==> config.mk <==
export PLATFORM = sky130hd
export DESIGN_NAME = wdog_keyed
export DESIGN_NICKNAME = d
export VERILOG_FILES = /design/src/rtl/wdog_pkg.sv /design/src/rtl/wdog_keys.sv /design/src/rtl/wdog_core.sv /design/src/rtl/wdog_view.sv /design/src/rtl/wdog_keyed.sv
export SDC_FILE = /design/constraint.sdc
export NUM_CORES = 1
export LEC_CHECK = 0
export BUFFER_PORTS_ARGS = -buffer_cell sky130_fd_sc_hd__buf_2
export CAP_MARGIN = 20
export CELL_PAD_IN_SITES_DETAIL_PLACEMENT = 0
export CELL_PAD_IN_SITES_GLOBAL_PLACEMENT = 2
export CORE_ASPECT_RATIO = 0.8
export CORE_MARGIN = 2
export CORE_UTILIZATION = 36
export DETAILED_ROUTE_END_ITERATION = 16
export GPL_ROUTABILITY_DRIVEN = 0
export PLACE_DENSITY = 0.9
export RECOVER_POWER = 25
export SLEW_MARGIN = 20
export SYNTH_ARGS = -nofsm -noshare
export SYNTH_HDL_FRONTEND = slang
export SYNTH_SLANG_ARGS = --single-unit
==> constraint.sdc <==
create_clock -name clk -period 3.2 [get_ports clk]
set_input_delay 0.48 -clock clk [delete_from_list [all_inputs] [get_ports clk]]
set_output_delay 0.48 -clock clk [all_outputs]
set_load 0.02 [all_outputs]
==> src/rtl/wdog_pkg.sv <==
// Package: register offsets, key values and the command strobe bundle shared
// by the watchdog submodules. Assumes a 16-bit register word.
package wdog_pkg;
    localparam int WORD_W = 16;
    localparam int ADDR_W = 6;
    localparam int CNT_W  = WORD_W - 1;

    localparam logic [ADDR_W-1:0] OFS_FEED   = 6'h00;
    localparam logic [ADDR_W-1:0] OFS_TMO    = 6'h04;
    localparam logic [ADDR_W-1:0] OFS_ARM    = 6'h08;
    localparam logic [ADDR_W-1:0] OFS_HALT   = 6'h0C;
    localparam logic [ADDR_W-1:0] OFS_STAT   = 6'h10;
    localparam logic [ADDR_W-1:0] OFS_CNT    = 6'h14;
    localparam logic [ADDR_W-1:0] OFS_OVR    = 6'h18;
    localparam logic [ADDR_W-1:0] OFS_RESUME = 6'h1C;
    localparam logic [ADDR_W-1:0] OFS_EVT    = 6'h20;
    localparam logic [ADDR_W-1:0] OFS_MASK   = 6'h24;
    localparam logic [ADDR_W-1:0] OFS_FORCE  = 6'h28;

    localparam logic [WORD_W-1:0] KEY_FEED   = 16'hFEED;
    localparam logic [WORD_W-1:0] KEY_ARM    = 16'h2BAD;
    localparam logic [WORD_W-1:0] KEY_HALT   = 16'hCAFE;
    localparam logic [WORD_W-1:0] KEY_RESUME = 16'hACED;
    localparam logic [WORD_W-1:0] KEY_CLR    = 16'hE8B4;
    localparam logic [WORD_W-1:0] CODE_OFF   = 16'hDABE;
    localparam logic [WORD_W-1:0] CODE_TRIP  = 16'hCFE8;

    typedef struct packed {
        logic feed;
        logic halt;
        logic resume;
        logic stat_clr;
        logic ev_clr;
        logic ev_force;
    } wdog_cmd_t;
endpackage

==> src/rtl/wdog_keys.sv <==
// Module: key decoder and control registers. It turns register writes into
// one-cycle command strobes and holds the run state, interval, mask and
// debug override. Assumes one access per cycle on the register port.
module wdog_keys
    import wdog_pkg::*;
#(
    parameter logic [CNT_W-1:0] RST_TMO = 15'd6000
) (
    input  logic              clk,
    input  logic              rst_n,
    input  logic              wr_en,
    input  logic [ADDR_W-1:0] wr_addr,
    input  logic [WORD_W-1:0] wr_data,
    output wdog_cmd_t         cmd,
    output logic              enabled,
    output logic [CNT_W-1:0]  tmo_val,
    output logic              irq_mask,
    output logic              ovr_en
);
    logic armed;

    // Decode this cycle's write into key strobes.
    always_comb begin
        cmd          = '0;
        cmd.feed     = wr_en && wr_addr == OFS_FEED   && wr_data == KEY_FEED;
        cmd.halt     = wr_en && wr_addr == OFS_HALT   && wr_data == KEY_HALT && armed;
        cmd.resume   = wr_en && wr_addr == OFS_RESUME && wr_data == KEY_RESUME;
        cmd.stat_clr = wr_en && wr_addr == OFS_STAT   && wr_data == KEY_CLR;
        cmd.ev_clr   = wr_en && wr_addr == OFS_EVT    && wr_data[0];
        cmd.ev_force = wr_en && wr_addr == OFS_FORCE  && wr_data[0];
    end

    // Arm flag: true only right after the first stop key was the last write.
    always_ff @(posedge clk) begin
        if (!rst_n)
            armed <= 1'b0;
        else if (wr_en)
            armed <= (wr_addr == OFS_ARM) && (wr_data == KEY_ARM);
    end

    // Run state: stopped at reset, stopped by the key pair, started by resume.
    always_ff @(posedge clk) begin
        if (!rst_n)
            enabled <= 1'b0;
        else if (cmd.halt)
            enabled <= 1'b0;
        else if (cmd.resume)
            enabled <= 1'b1;
    end

    // Plain read/write control fields.
    always_ff @(posedge clk) begin
        if (!rst_n) begin
            tmo_val  <= RST_TMO;
            irq_mask <= 1'b0;
            ovr_en   <= 1'b0;
        end else if (wr_en) begin
            if (wr_addr == OFS_TMO)  tmo_val  <= wr_data[CNT_W-1:0];
            if (wr_addr == OFS_MASK) irq_mask <= wr_data[0];
            if (wr_addr == OFS_OVR)  ovr_en   <= wr_data[0];
        end
    end
endmodule

==> src/rtl/wdog_core.sv <==
// Module: tick down-counter with warning and expiry decode. A feed reload
// beats a tick in the same cycle; an event set beats a clear. Assumes
// tick_en is a single-cycle pulse.
module wdog_core
    import wdog_pkg::*;
(
    input  logic             clk,
    input  logic             rst_n,
    input  logic             tick_en,
    input  logic             enabled,
    input  logic             debug_mode,
    input  logic             ovr_en,
    input  logic [CNT_W-1:0] tmo_val,
    input  wdog_cmd_t        cmd,
    output logic [CNT_W-1:0] cnt_q,
    output logic             evt_q,
    output logic             tripped_q,
    output logic             rst_req_q
);
    localparam logic [CNT_W-1:0] ONE = CNT_W'(1);
    localparam logic [CNT_W-1:0] TWO = CNT_W'(2);

    logic run, dec, warn_hit, expire_hit;

    // Decide whether this cycle consumes a tick and what it reaches.
    always_comb begin
        run        = enabled && (!debug_mode || ovr_en);
        dec        = run && tick_en && (cnt_q != '0) && !cmd.feed;
        warn_hit   = dec && (cnt_q == TWO);
        expire_hit = dec && (cnt_q == ONE);
    end

    // Counter: reload on feed, otherwise step down on a live tick.
    always_ff @(posedge clk) begin
        if (!rst_n)
            cnt_q <= '0;
        else if (cmd.feed)
            cnt_q <= tmo_val;
        else if (dec)
            cnt_q <= cnt_q - ONE;
    end

    // Warning event: set by the last-but-one tick or a force write.
    always_ff @(posedge clk) begin
        if (!rst_n)
            evt_q <= 1'b0;
        else if (warn_hit || cmd.ev_force)
            evt_q <= 1'b1;
        else if (cmd.ev_clr)
            evt_q <= 1'b0;
    end

    // Expiry: one-cycle request plus sticky status.
    always_ff @(posedge clk) begin
        if (!rst_n) begin
            rst_req_q <= 1'b0;
            tripped_q <= 1'b0;
        end else begin
            rst_req_q <= expire_hit;
            if (expire_hit)
                tripped_q <= 1'b1;
            else if (cmd.stat_clr)
                tripped_q <= 1'b0;
        end
    end
endmodule

==> src/rtl/wdog_view.sv <==
// Module: count view. It stands in for the copy of the counter seen across
// the slow domain: it trails the live count by one cycle and flags a
// mismatch as unsettled.
module wdog_view #(
    parameter int W = 15
) (
    input  logic         clk,
    input  logic         rst_n,
    input  logic [W-1:0] cnt_in,
    output logic [W-1:0] view_q,
    output logic         busy
);
    // Follow the live counter one cycle late.
    always_ff @(posedge clk) begin
        if (!rst_n)
            view_q <= '0;
        else
            view_q <= cnt_in;
    end

    // Unsettled while the copy differs from the live value.
    always_comb busy = (view_q != cnt_in);
endmodule

==> src/rtl/wdog_keyed.sv <==
// Module: top of the key-protected watchdog. It wires the key decoder,
// counter core and count view together and muxes the read data. Reads
// return data combinationally in the cycle of the strobe.
module wdog_keyed
    import wdog_pkg::*;
#(
    parameter logic [CNT_W-1:0] RST_TMO = 15'd6000
) (
    input  logic              clk,
    input  logic              rst_n,
    input  logic              bus_valid,
    input  logic              bus_write,
    input  logic [ADDR_W-1:0] bus_addr,
    input  logic [WORD_W-1:0] bus_wdata,
    output logic [WORD_W-1:0] bus_rdata,
    input  logic              tick_en,
    input  logic              debug_mode,
    output logic              warn_irq,
    output logic              reset_req
);
    wdog_cmd_t        cmd;
    logic             wr_en, enabled, irq_mask, ovr_en;
    logic [CNT_W-1:0] tmo_val, cnt_q, view_q;
    logic             evt_q, tripped_q, view_busy;
    logic             feed_stb, clr_stb;

    // Qualify a write and expose strobes for the checker.
    always_comb begin
        wr_en    = bus_valid && bus_write;
        feed_stb = cmd.feed;
        clr_stb  = cmd.stat_clr;
    end

    wdog_keys #(.RST_TMO(RST_TMO)) i_keys (
        .clk(clk), .rst_n(rst_n), .wr_en(wr_en), .wr_addr(bus_addr),
        .wr_data(bus_wdata), .cmd(cmd), .enabled(enabled), .tmo_val(tmo_val),
        .irq_mask(irq_mask), .ovr_en(ovr_en)
    );

    wdog_core i_core (
        .clk(clk), .rst_n(rst_n), .tick_en(tick_en), .enabled(enabled),
        .debug_mode(debug_mode), .ovr_en(ovr_en), .tmo_val(tmo_val),
        .cmd(cmd), .cnt_q(cnt_q), .evt_q(evt_q), .tripped_q(tripped_q),
        .rst_req_q(reset_req)
    );

    wdog_view #(.W(CNT_W)) i_view (
        .clk(clk), .rst_n(rst_n), .cnt_in(cnt_q), .view_q(view_q),
        .busy(view_busy)
    );

    // Interrupt line gated by the mask.
    always_comb warn_irq = evt_q && irq_mask;

    // Read mux: coded words for run state and status, zero for write-only.
    always_comb begin
        bus_rdata = '0;
        if (bus_valid && !bus_write) begin
            case (bus_addr)
                OFS_TMO:  bus_rdata = {1'b0, tmo_val};
                OFS_HALT: bus_rdata = enabled ? '0 : CODE_OFF;
                OFS_STAT: bus_rdata = tripped_q ? CODE_TRIP : '0;
                OFS_CNT:  bus_rdata = {view_busy, view_q};
                OFS_OVR:  bus_rdata = {{(WORD_W-2){1'b0}}, debug_mode, ovr_en};
                OFS_EVT:  bus_rdata = {{(WORD_W-1){1'b0}}, evt_q};
                OFS_MASK: bus_rdata = {{(WORD_W-1){1'b0}}, irq_mask};
                default:  bus_rdata = '0;
            endcase
        end
    end
endmodule

After elaboration in Yosys (flattened, before gate mapping)

Cells that the tools add are included.

Output and inout port bits: 18
Bits of input ports: 28
Register bits: 52

Bitwise operators: 1
$add $sub $neg: 1
Muxes and demuxes: 10
Eq/ne operators: 18
Reductions and logical operators: 37

Operators by type and width:

| cell                  | count |
|---|---|
| $pmux 16 s7           | 1 |
| $eq 16x16->1 const B  | 4 |
| $mux 16               | 3 |
| $mux 15               | 2 |
| $eq 6x5->1 const B    | 4 |
| $logic_and 1x1->1     | 23 |
| $eq 6x6->1 const B    | 3 |
| $eq 16x14->1 const B  | 1 |
| $eq 15x1->1 const B   | 1 |
| $eq 15x2->1 const B   | 1 |
| $ne 15x15->1          | 1 |
| $reduce_bool 15->1    | 1 |
| $sub 15x1->15 const B | 1 |
| $eq 6x4->1 const B    | 2 |
| $eq 6x3->1 const B    | 1 |
| $logic_not 6->1       | 1 |
| $reduce_and 2->1      | 3 |
| $reduce_bool 2->1     | 3 |
| $mux 1                | 4 |
| $logic_not 1->1       | 3 |
| $logic_or 1x1->1      | 2 |
| $reduce_or 2->1       | 1 |
| $not 1->1             | 1 |

Longest topological paths before layout

Gate-level depths: netlist of run 1.

Depth after elaboration: 9
Gate-level depth with buffers: 8
Depth with buffers taken out: 7

By module

Synthesis of run 1 repeated with hierarchy kept, for this count alone.

Cell total of the unflattened synthesis: 375
Area, all modules: 3,155.5 µm²

By module, submodules not included:

| module     | sequential area each (µm²) | cells an instance | area each (µm²) | times used |
|---|---|---|---|---|
| wdog_core  | 360.3                      | 142               | 1,117.3         | 1 |
| wdog_keys  | 380.4                      | 105               | 938.4           | 1 |
| wdog_view  | 300.3                      | 51                | 560.5           | 1 |
| wdog_keyed | 0.0                        | 77                | 539.3           | 1 |

Worst setup path before layout of run 1

No wires, ideal clock.

Kind: in2out
Start point: in bus_addr[2]
End point: out bus_rdata[10]
Data arrival time: 2.058 ns
Path slack: 0.662 ns
Required time: 2.720 ns
Cell stages on the path: 6
Cell sequence: buf_4 or4b_4 nor2_2 buf_2 a22oi_1 a21oi_1

Word-level cells in the longest chain between the ends: 3
Elaborated cells on any way between the ends: 9

RTL lines:

| element                            | line             | text |
|---|---|---|
| from (decl)                        | wdog_keyed.sv:13 | `input logic [ADDR_W-1:0] bus_addr,` |
| $eq 6x6->1 (tied with other cells) | wdog_keyed.sv:59 | `case (bus_addr)` |
| $pmux 16 s7 *                      | wdog_keyed.sv:59 |  |
| $mux 16 *                          | wdog_keyed.sv:58 | `if (bus_valid && !bus_write) begin` |
| to (decl)                          | wdog_keyed.sv:15 | `output logic [WORD_W-1:0] bus_rdata,` |

Mark *: on every way between the ends. The rest lies on a longest branch, timed or not.

Final worst setup path of run 1

Start point: in bus_addr[2]
End point: out bus_rdata[5]

The elaborated chain is that of the path after synthesis.

==> results of run 1 <==
[power by group]
group          switching (mW)  internal, mW  total [mW]  leakage, nW
clock network           0.231         0.177       0.407       0.0445
registers            0.000758         0.647       0.648        0.419
logic                  0.0537        0.0286      0.0824        0.750
[metal layers]
layer  GRT usage [%]  part of all wire [%]  vias up
li1                -                     -     1373
met2            28.8                    42       90
met4            4.67                   1.0        0
met3            3.23                   5.4        6
met5               0                     0        -
met1            31.3                    52     1326
[worst max-delay path, stage by stage]
cell     delay (ps)
buf_2           200
inv_1           120
nor4b_1         280
a31oi_1          70
or4_2           700
a21oi_1         250
buf_2           200
[kinds of logic after synthesis]
kind of cell             share of synthesized area, %
AO/OA/AOI/OAI                                    17.6
XOR/XNOR                                         7.33
adder cells (fa/ha/maj)                          1.26
buffers and inverters                            4.15
flip-flops                                       34.9
multiplexers                                     1.68
AND/OR/NAND/NOR                                  33.1
[cell type report]
type                            count  area, sq um  area share (%)
Inverter                            4         15.0           0.447
Multi-Input combinational cell    285         1820            54.2
Timing Repair Buffer               49          251            7.49
Clock buffer                        7         86.3            2.57
Tap cell                          108          135            4.03
Sequential cell                    52         1040            31.0
Clock inverter                      1         7.51           0.224
[registers in the layout, indices dropped and copies added (netlist names)]
name,flops
i_core.cnt_q,15
i_keys.tmo_val,15
i_view.view_q,15
i_core.evt_q,1
i_core.rst_req_q,1
i_core.tripped_q,1
i_keys.armed,1
i_keys.enabled,1
i_keys.irq_mask,1
i_keys.ovr_en,1
[how the worst max path moves through the flow]
stage	endpoint	from
after detailed placement	bus_rdata[5]	bus_addr[2]
final	bus_rdata[5]	bus_addr[2]
after global placement	bus_rdata[5]	bus_addr[2]
after global routing	bus_rdata[5]	bus_addr[2]
after floorplan	bus_rdata[10]	bus_addr[2]
after CTS	bus_rdata[5]	bus_addr[2]
[synth_stat cells, drive strengths merged, types with 2 or more instances]
cell type | instances | area [sq um]
o21ai | 14 | 70.1
or4 | 4 | 38.8
clkbuf | 10 | 37.5
nand2b | 4 | 25.0
buf | 12 | 71.3
nand3 | 16 | 80.1
nand4 | 13 | 81.3
a31oi | 4 | 25.0
inv | 4 | 15.0
a211oi | 3 | 22.5
xnor2 | 17 | 149
nor3b | 2 | 15.0
a21boi | 12 | 90.1
a21o | 2 | 15.0
and2 | 22 | 138
nor4b | 3 | 26.3
ha | 3 | 37.5
a21oi | 27 | 135
xor2 | 8 | 70.1
nand2 | 47 | 176
or3b | 3 | 26.3
mux2i | 5 | 50.1
or3 | 2 | 12.5
nor2b | 5 | 31.3
o21a | 2 | 15.0
and3 | 5 | 31.3
nor3 | 11 | 66.3
a22oi | 14 | 105
and4b | 3 | 30.0
nor4 | 8 | 92.6
dfxtp | 52 | 1040
nor2 | 15 | 58.8
==> summary by stage, run 1 <==
Run status
The run finished, with violations left. The final reports fail on max-capacitance violations, max-slew violations.

Timing
The count of final setup violators is 0. The post-route clock skew is ~9.4 ps. The number of slew-limit violations in the final report is 53. Hold timing on the final database bottoms out at a slack of roughly 420 ps. After layout, the minimum clock period comes to 2780 ps. The transition time at the pin with the least slew margin is about 1900 ps.

The worst relative slew slack is -27.9%. The accumulated negative setup slack is 0 ps. The maximum frequency from static timing analysis is 360 MHz. The final hold violation count came to 0.

The post-route worst setup slack is about 420 ps. Setup repair after global routing left no endpoint under its margin. Dividing the final minimum period by the clock period gives between 80% and 90%.

Routing
In the routed design, unresolved DRC markers number 0. Once detail routing completed, the nets flagged for antenna violations numbered 0. The number of search-and-repair iterations in the first detailed-routing pass is 4.

After detailed routing, the number of vias per cell comes to 5.52. The detailed-route wire length per cell is about 18 um. The number of DRC markers after the initial detailed-route iteration is 180. The final layout contains routed wiring with a total length of ~8900 um. The total number of vias is 2795.

CTS
The number of setup buffers added after CTS is 0. Clock latency on the worst-skew pair, taken at its later pin, is just over 300 ps. The TritonCTS clock tree is done. Once the clock tree was built, the resizer swapped 0 gates to a different size. The hold buffer count at CTS is 0.

Clock-pin slew was measured on the worst setup and hold paths at 90 ps. The library cell used as clock root buffer is clkbuf_8. Counting every sink on the clock net gives 52. The clock passes through at most 2 buffers. The clock tree synthesis step divided the H-tree into 2 levels. Clock tree synthesis inserted a total of 5 buffers.

Cells and area
The finished layout holds 506 standard cells, fillers aside. The number of antenna diodes in the final layout is 0. The share of layout cells above drive strength 1 is between 10% and 20%. The library cells used most frequently in the layout, excluding fill and tap cells, are dfxtp_1, nand2_1, buf_2. The summed area of non-filler cells in the final layout is between 0.003 and 0.004 sq mm. The filler cells instantiated in the layout total 884. The final layout net count is about 430.

Leaving out fill and tap cells, the most frequent cell in the layout is dfxtp_1. Once layout is complete, the utilization of the core stands at a little over two fifths. The layout overhead on the synthesized area is 12.4%.

Worst hold path
The class of the tightest hold or removal check is input port to flop. The worst hold path passes through 3 cells. The worst hold path begins at bus_wdata[5].

The worst hold endpoint is i_keys.tmo_val[5]$_SDFFE_PN1P_.

Die
The site row count is 29. The floorplan step set the die width to ~110 um. The floorplan step defined a die boundary enclosing about 0.009 sq mm. The floorplan core area is 0.00798 sq mm. The initial utilization of the core area, before any placement, comes to around 37%.

The vertical die dimension is 85.5 um. During I/O placement, the number of pins put on the boundary was 46.

Synth
The most used flip-flop cell after synthesis is dfxtp_1. The synthesized design contains between 50 and 60 register bits. The average cell area after synthesis is 8.22 sq um. For this run, asynchronously set or reset flops after synthesis account for 0%. The number of nets handed over by synthesis was approximately 390.

The sequential cell area fraction in the yosys report is around a third. In the synthesized netlist, the number of instances is 363. The number of flops mapped to enable cells by yosys is 0. The number of distinct library cell variants in the gate-level netlist after synthesis is between 50 and 60.

Summing every instance area after synthesis gives 0.00299 sq mm. The warning count from the yosys run is 0.

Power
The overall power after layout is ~1.1 mW. The standby leakage power is between 1 and 1.5 nW. The power density over the cells is approximately 340 mW/mm^2. The highest ir drop seen on vdd is roughly 170 uV.

Global route
For this run the aggregate overflow at the end of global routing stands at 0. The first global-routing pass estimated around 14000 um of wire. The pin count of the biggest net entering global routing is 53. The number of antenna violations at the first check in global routing is 0. The total global routing track utilization is around a fifth. The number of global-route vias before repair is between 2000 and 3000.

Placement
The number of placed instances, taps included, is 498. Summed over all nets, the half-perimeter wirelength after detailed placement is 6600 um. Timing analysis after detailed placement gives a worst setup slack of roughly 470 ps. The quantity of I/O buffers inserted on ports is 45. In this run the cell area measured after placement is 0.00327 sq mm.

Setup path
The peak fanout along the critical path is 9. The launching point of the worst reg2reg path is i_core.cnt_q[0]$_SDFFE_PN0P_. The data required time at the worst endpoint is between 2000 and 3000 ps. The reg-to-reg endpoint is i_core.tripped_q$_SDFFE_PN0P_. For the worst setup path, the data arrival time is ~2300 ps. The reg-to-reg setup timing slack is a little under 1000 ps. The worst setup path is captured at a primary output. The critical path startpoint category is an input port. The worst setup path is of the input port to primary output kind. Measured in cells, the most critical reg-to-reg path has a length of 8.

Job
Across the run, the number of max-cap violations was 1.
(Power assumes the default switching activity.)
==> inputs of run 2 (changes only) <==
--- a/config.mk
+++ b/config.mk
@@ -14,9 +14,9 @@
 export CORE_UTILIZATION = 36
 export DETAILED_ROUTE_END_ITERATION = 16
 export GPL_ROUTABILITY_DRIVEN = 0
-export PLACE_DENSITY = 0.9
+export PLACE_DENSITY_LB_ADDON = 0.1
 export RECOVER_POWER = 25
-export SLEW_MARGIN = 20
+export SLEW_MARGIN = 10
 export SYNTH_ARGS = -nofsm -noshare
 export SYNTH_HDL_FRONTEND = slang
 export SYNTH_SLANG_ARGS = --single-unit
==> run 2 against run 1 <==
  * Routed wire length is 5.6% higher
  * Flip-flop and latch count stayed put
  * Sequential power hardly changed
  * Core utilization stayed put
  * Critical path depth stayed put
  * Setup slack better by 64 ps
  * Count of clock-buffer cells in the layout stayed put
  * Critical endpoint unchanged
  * Die area stayed put
  * The flow still finishes with violations (max-capacitance violations, max-slew violations)
  * Cell count stayed put
  * Sequential share of layout area stayed put
  * Non-clock buffer count stayed put
==> summary by stage, run 2 (same netlist as run 1, synthesis figures left out) <==
Cells and area
The diode insertion count for antenna repair is 0 (unchanged). The final layout net count is 428 (unchanged). The layout overhead on the synthesized area is 12.4% (unchanged). The number of fill cells in the layout is 844 (-4.5%). The share of layout cells above drive strength 1 was 17.1% (unchanged). The largest registers in the layout are i_core.cnt_q: 15 flops, i_keys.tmo_val: 15 flops, i_view.view_q: 15 flops. The library cell used most frequently in the layout, excluding fill and tap cells, is dfxtp_1. The top cell types in the final layout, fill and taps aside, are dfxtp_1, nand2_1, buf_2. The count of non-filler cells in the finished layout came to 506 (unchanged). The summed area of non-filler cells in the final layout is 0.00336 sq mm (unchanged).

Setup path
The combined buffer and inverter count along the critical path is 3 (unchanged). In this run the critical register-to-register path is captured at i_core.tripped_q$_SDFFE_PN0P_. The cell depth of the worst flop-to-flop path is 8 (unchanged). The number of gates on the worst path with buffers counted is 7 (unchanged). The critical path startpoint category is an input port. By instance count, the cell type seen most on the critical path is buf_2.

The classification of the worst setup path is input port to primary output. The reg-to-reg setup timing slack is 970 ps (about the same). The kind of cell with the highest combined delay on the critical path is simple AND/OR/NAND/NOR gates. The peak fanout along the critical path came to 9 (unchanged). The source of the critical timing path is bus_addr[2].

The data required time at the worst endpoint was 2720 ps (about the same). The most critical setup path has its endpoint at bus_rdata[5]. The delay of the slowest critical-path stage is 720 ps (+20 ps). Traced cell by cell, the critical path runs through buf_2 > inv_1 > nor4b_1 > a31oi_1 > or4_2 > a21oi_1 > buf_2.

The critical path arrival is 2230 ps (-70 ps). The launching point of the worst reg2reg path is i_core.cnt_q[0]$_SDFFE_PN0P_. The cell with the largest stage delay on the worst path is or4_2.

STA classifies the critical path endpoint as a primary output.

CTS
The deepest level of the CTS H-tree is 2 (unchanged). The clock latency on the worst-skew pair is 320 ps (about the same). The hold buffer count at CTS is 0 (unchanged). The clock net sink count came to 52 (unchanged). The total clock buffers created by CTS is 5 (unchanged). The number of buffers inserted by post-CTS setup repair is 0 (unchanged). The deepest clock path buffer count is 2 (unchanged). The total of cells resized after clock tree synthesis came to 0 (unchanged). The library cell used as clock root buffer is clkbuf_8. The register clock-pin slew on the reported worst setup and hold paths was 100 ps (about the same).

TritonCTS built the clock tree.

Timing
The transition time at the pin with the least slew margin is 1940 ps (+24.4 ps). The number of slew-limit violations in the final report is 53 (unchanged). The worst relative slew slack is -29.5% (-1.6 points). The post-route clock skew was 11.3 ps (+1.90 ps). The clock period minus worst slack is 2710 ps (-64.5 ps). The final hold violation count is 0 (unchanged). The count of final setup violators is 0 (unchanged).

Setup repair after global routing left no endpoint under its margin. The final cycle utilization of the critical path came to 84.7% (-2.0 points). The accumulated negative setup slack was 0 ps (unchanged). The maximum frequency from static timing analysis is 369 MHz (+2.4%).

Routing
The post-route antenna net violation count is 0 (unchanged). The remaining routing DRC violations is 0 (unchanged). The number of DRC markers after the initial detailed-route iteration is 185 (+2.8%). The detailed-route wire length per cell is 18.5 um (+5.6%).

The total number of vias is 2720 (-2.7%). The final routed wirelength across all metal layers is 9380 um (+5.6%). The number of search-and-repair iterations in the first detailed-routing pass is 4 (unchanged). The per-cell via count in the routed design is 5.38 (-2.7%).

Global route
The number of antenna violations at the first check in global routing is 0 (unchanged). The number of global-route vias before repair came to 2600 (-0.27%). The total global routing track utilization was 22.0% (+1.9 points). The wire length of the first global-routing pass is 15000 um (+7.9%).

The pin count of the biggest net entering global routing was 53 (unchanged). The overall overflow remaining after global route is 0 (unchanged).

Die
The horizontal die dimension is 106 um (unchanged). The effective utilization at floorplan is 37.4% (unchanged). The site row count was 29 (unchanged). The area enclosed by the die boundary is 0.00904 sq mm (unchanged).

The floorplan core area came to 0.00798 sq mm (unchanged). The number of top-level pins is 46 (unchanged). The vertical die dimension is 85.5 um (unchanged).

Worst hold path
The path class of the tightest hold or removal check is input port to flop.

Power
The internal power contribution is 0.852 mW (about the same). The switching power of the nets is 0.292 mW (+2.4%). The power density over the cells is 341 mW/mm^2 (+0.59%). The clock group share of total power is 36.0% (+0.2 points). The combinational cell fraction of total power is 7.4% (+0.2 points). The highest ir drop seen on vdd is 171 uV (+0.63%). The fraction of power spent switching nets is 25.5% (+0.45 points).

The standby leakage power is 1.21 nW (+0.11%). The portion of total power attributed to sequential cells came to 56.6% (-0.4 points).

Run status
The checks that failed: max-capacitance violations, max-slew violations. The run finished, with violations left.

Job
The max-cap violation count is 1 (unchanged).

Placement
The post-detailed-placement cell area is 0.00327 sq mm (unchanged). The quantity of I/O buffers inserted on ports was 45 (unchanged). The total placed cells including tap cells came to 498 (unchanged). The detailed placement HPWL is 7160 um (+8.6%).
==> run 2: how the worst min path moves through the flow <==
stage | from | endpoint | slack, ps | cells after the start
floorplan | i_keys.armed$_SDFFE_PN0P_ | i_keys.armed$_SDFFE_PN0P_ | 440 | 2
global placement | i_keys.armed$_SDFFE_PN0P_ | i_keys.armed$_SDFFE_PN0P_ | 460 | 2
detailed placement | i_keys.armed$_SDFFE_PN0P_ | i_keys.armed$_SDFFE_PN0P_ | 470 | 2
CTS | bus_wdata[7] | i_keys.tmo_val[7]$_SDFFE_PN0P_ | 400 | 3
global route | bus_wdata[11] | i_keys.tmo_val[11]$_SDFFE_PN0P_ | 410 | 3
finish | bus_wdata[8] | i_keys.tmo_val[8]$_SDFFE_PN1P_ | 400 | 3
==> run 2: cell type report <==
type / count / area, sq um / area share [%]
clock inverters: 1 / 7.51 / 0.224
clock buffers: 7 / 86.3 / 2.57
repair buffers: 49 / 251 / 7.49
multi-input cells: 285 / 1820 / 54.2
flip-flops and latches: 52 / 1040 / 31.0
inverters: 4 / 15.0 / 0.447
well taps: 108 / 135 / 4.03
==> run 2: worst reg2reg max path: stages, from the launching register on <==
cell,delay (ps)
dfxtp_1,390
inv_1,110
ha_1,400
nor4b_1,290
nand4_1,120
buf_4,180
and2_1,200
and3_1,240
o21a_1,200
==> run 2: per-stage QoR <==
step                power (mW)  setup slack [ps]  utilization (%)  hold slack [ps]
finish                    1.14               489             42.1              403
global route              1.20               347             42.1              408
CTS                       1.16               506             42.1              399
detailed placement       0.746               516             40.9              467
global placement         0.746               587             40.9              459
floorplan                0.704               662                -              441
==> run 2: routing by layer <==
layer	wire length [um]	GRT usage (%)	share of wire [%]
met4	87	5.02	0.93
met5	0	0	0
met3	486	4.53	5.2
met1	4960	34.0	53
met2	3850	31.1	41
==> run 2: power groups by stage <==
stage                     sequential, mW  combinational, mW  clock, mW
after floorplan                    0.663             0.0415          0
after global placement             0.663             0.0834          0
after detailed placement           0.663             0.0834          0
after CTS                          0.648             0.0835      0.424
after global routing               0.648             0.0929      0.454
final                              0.648             0.0842      0.412
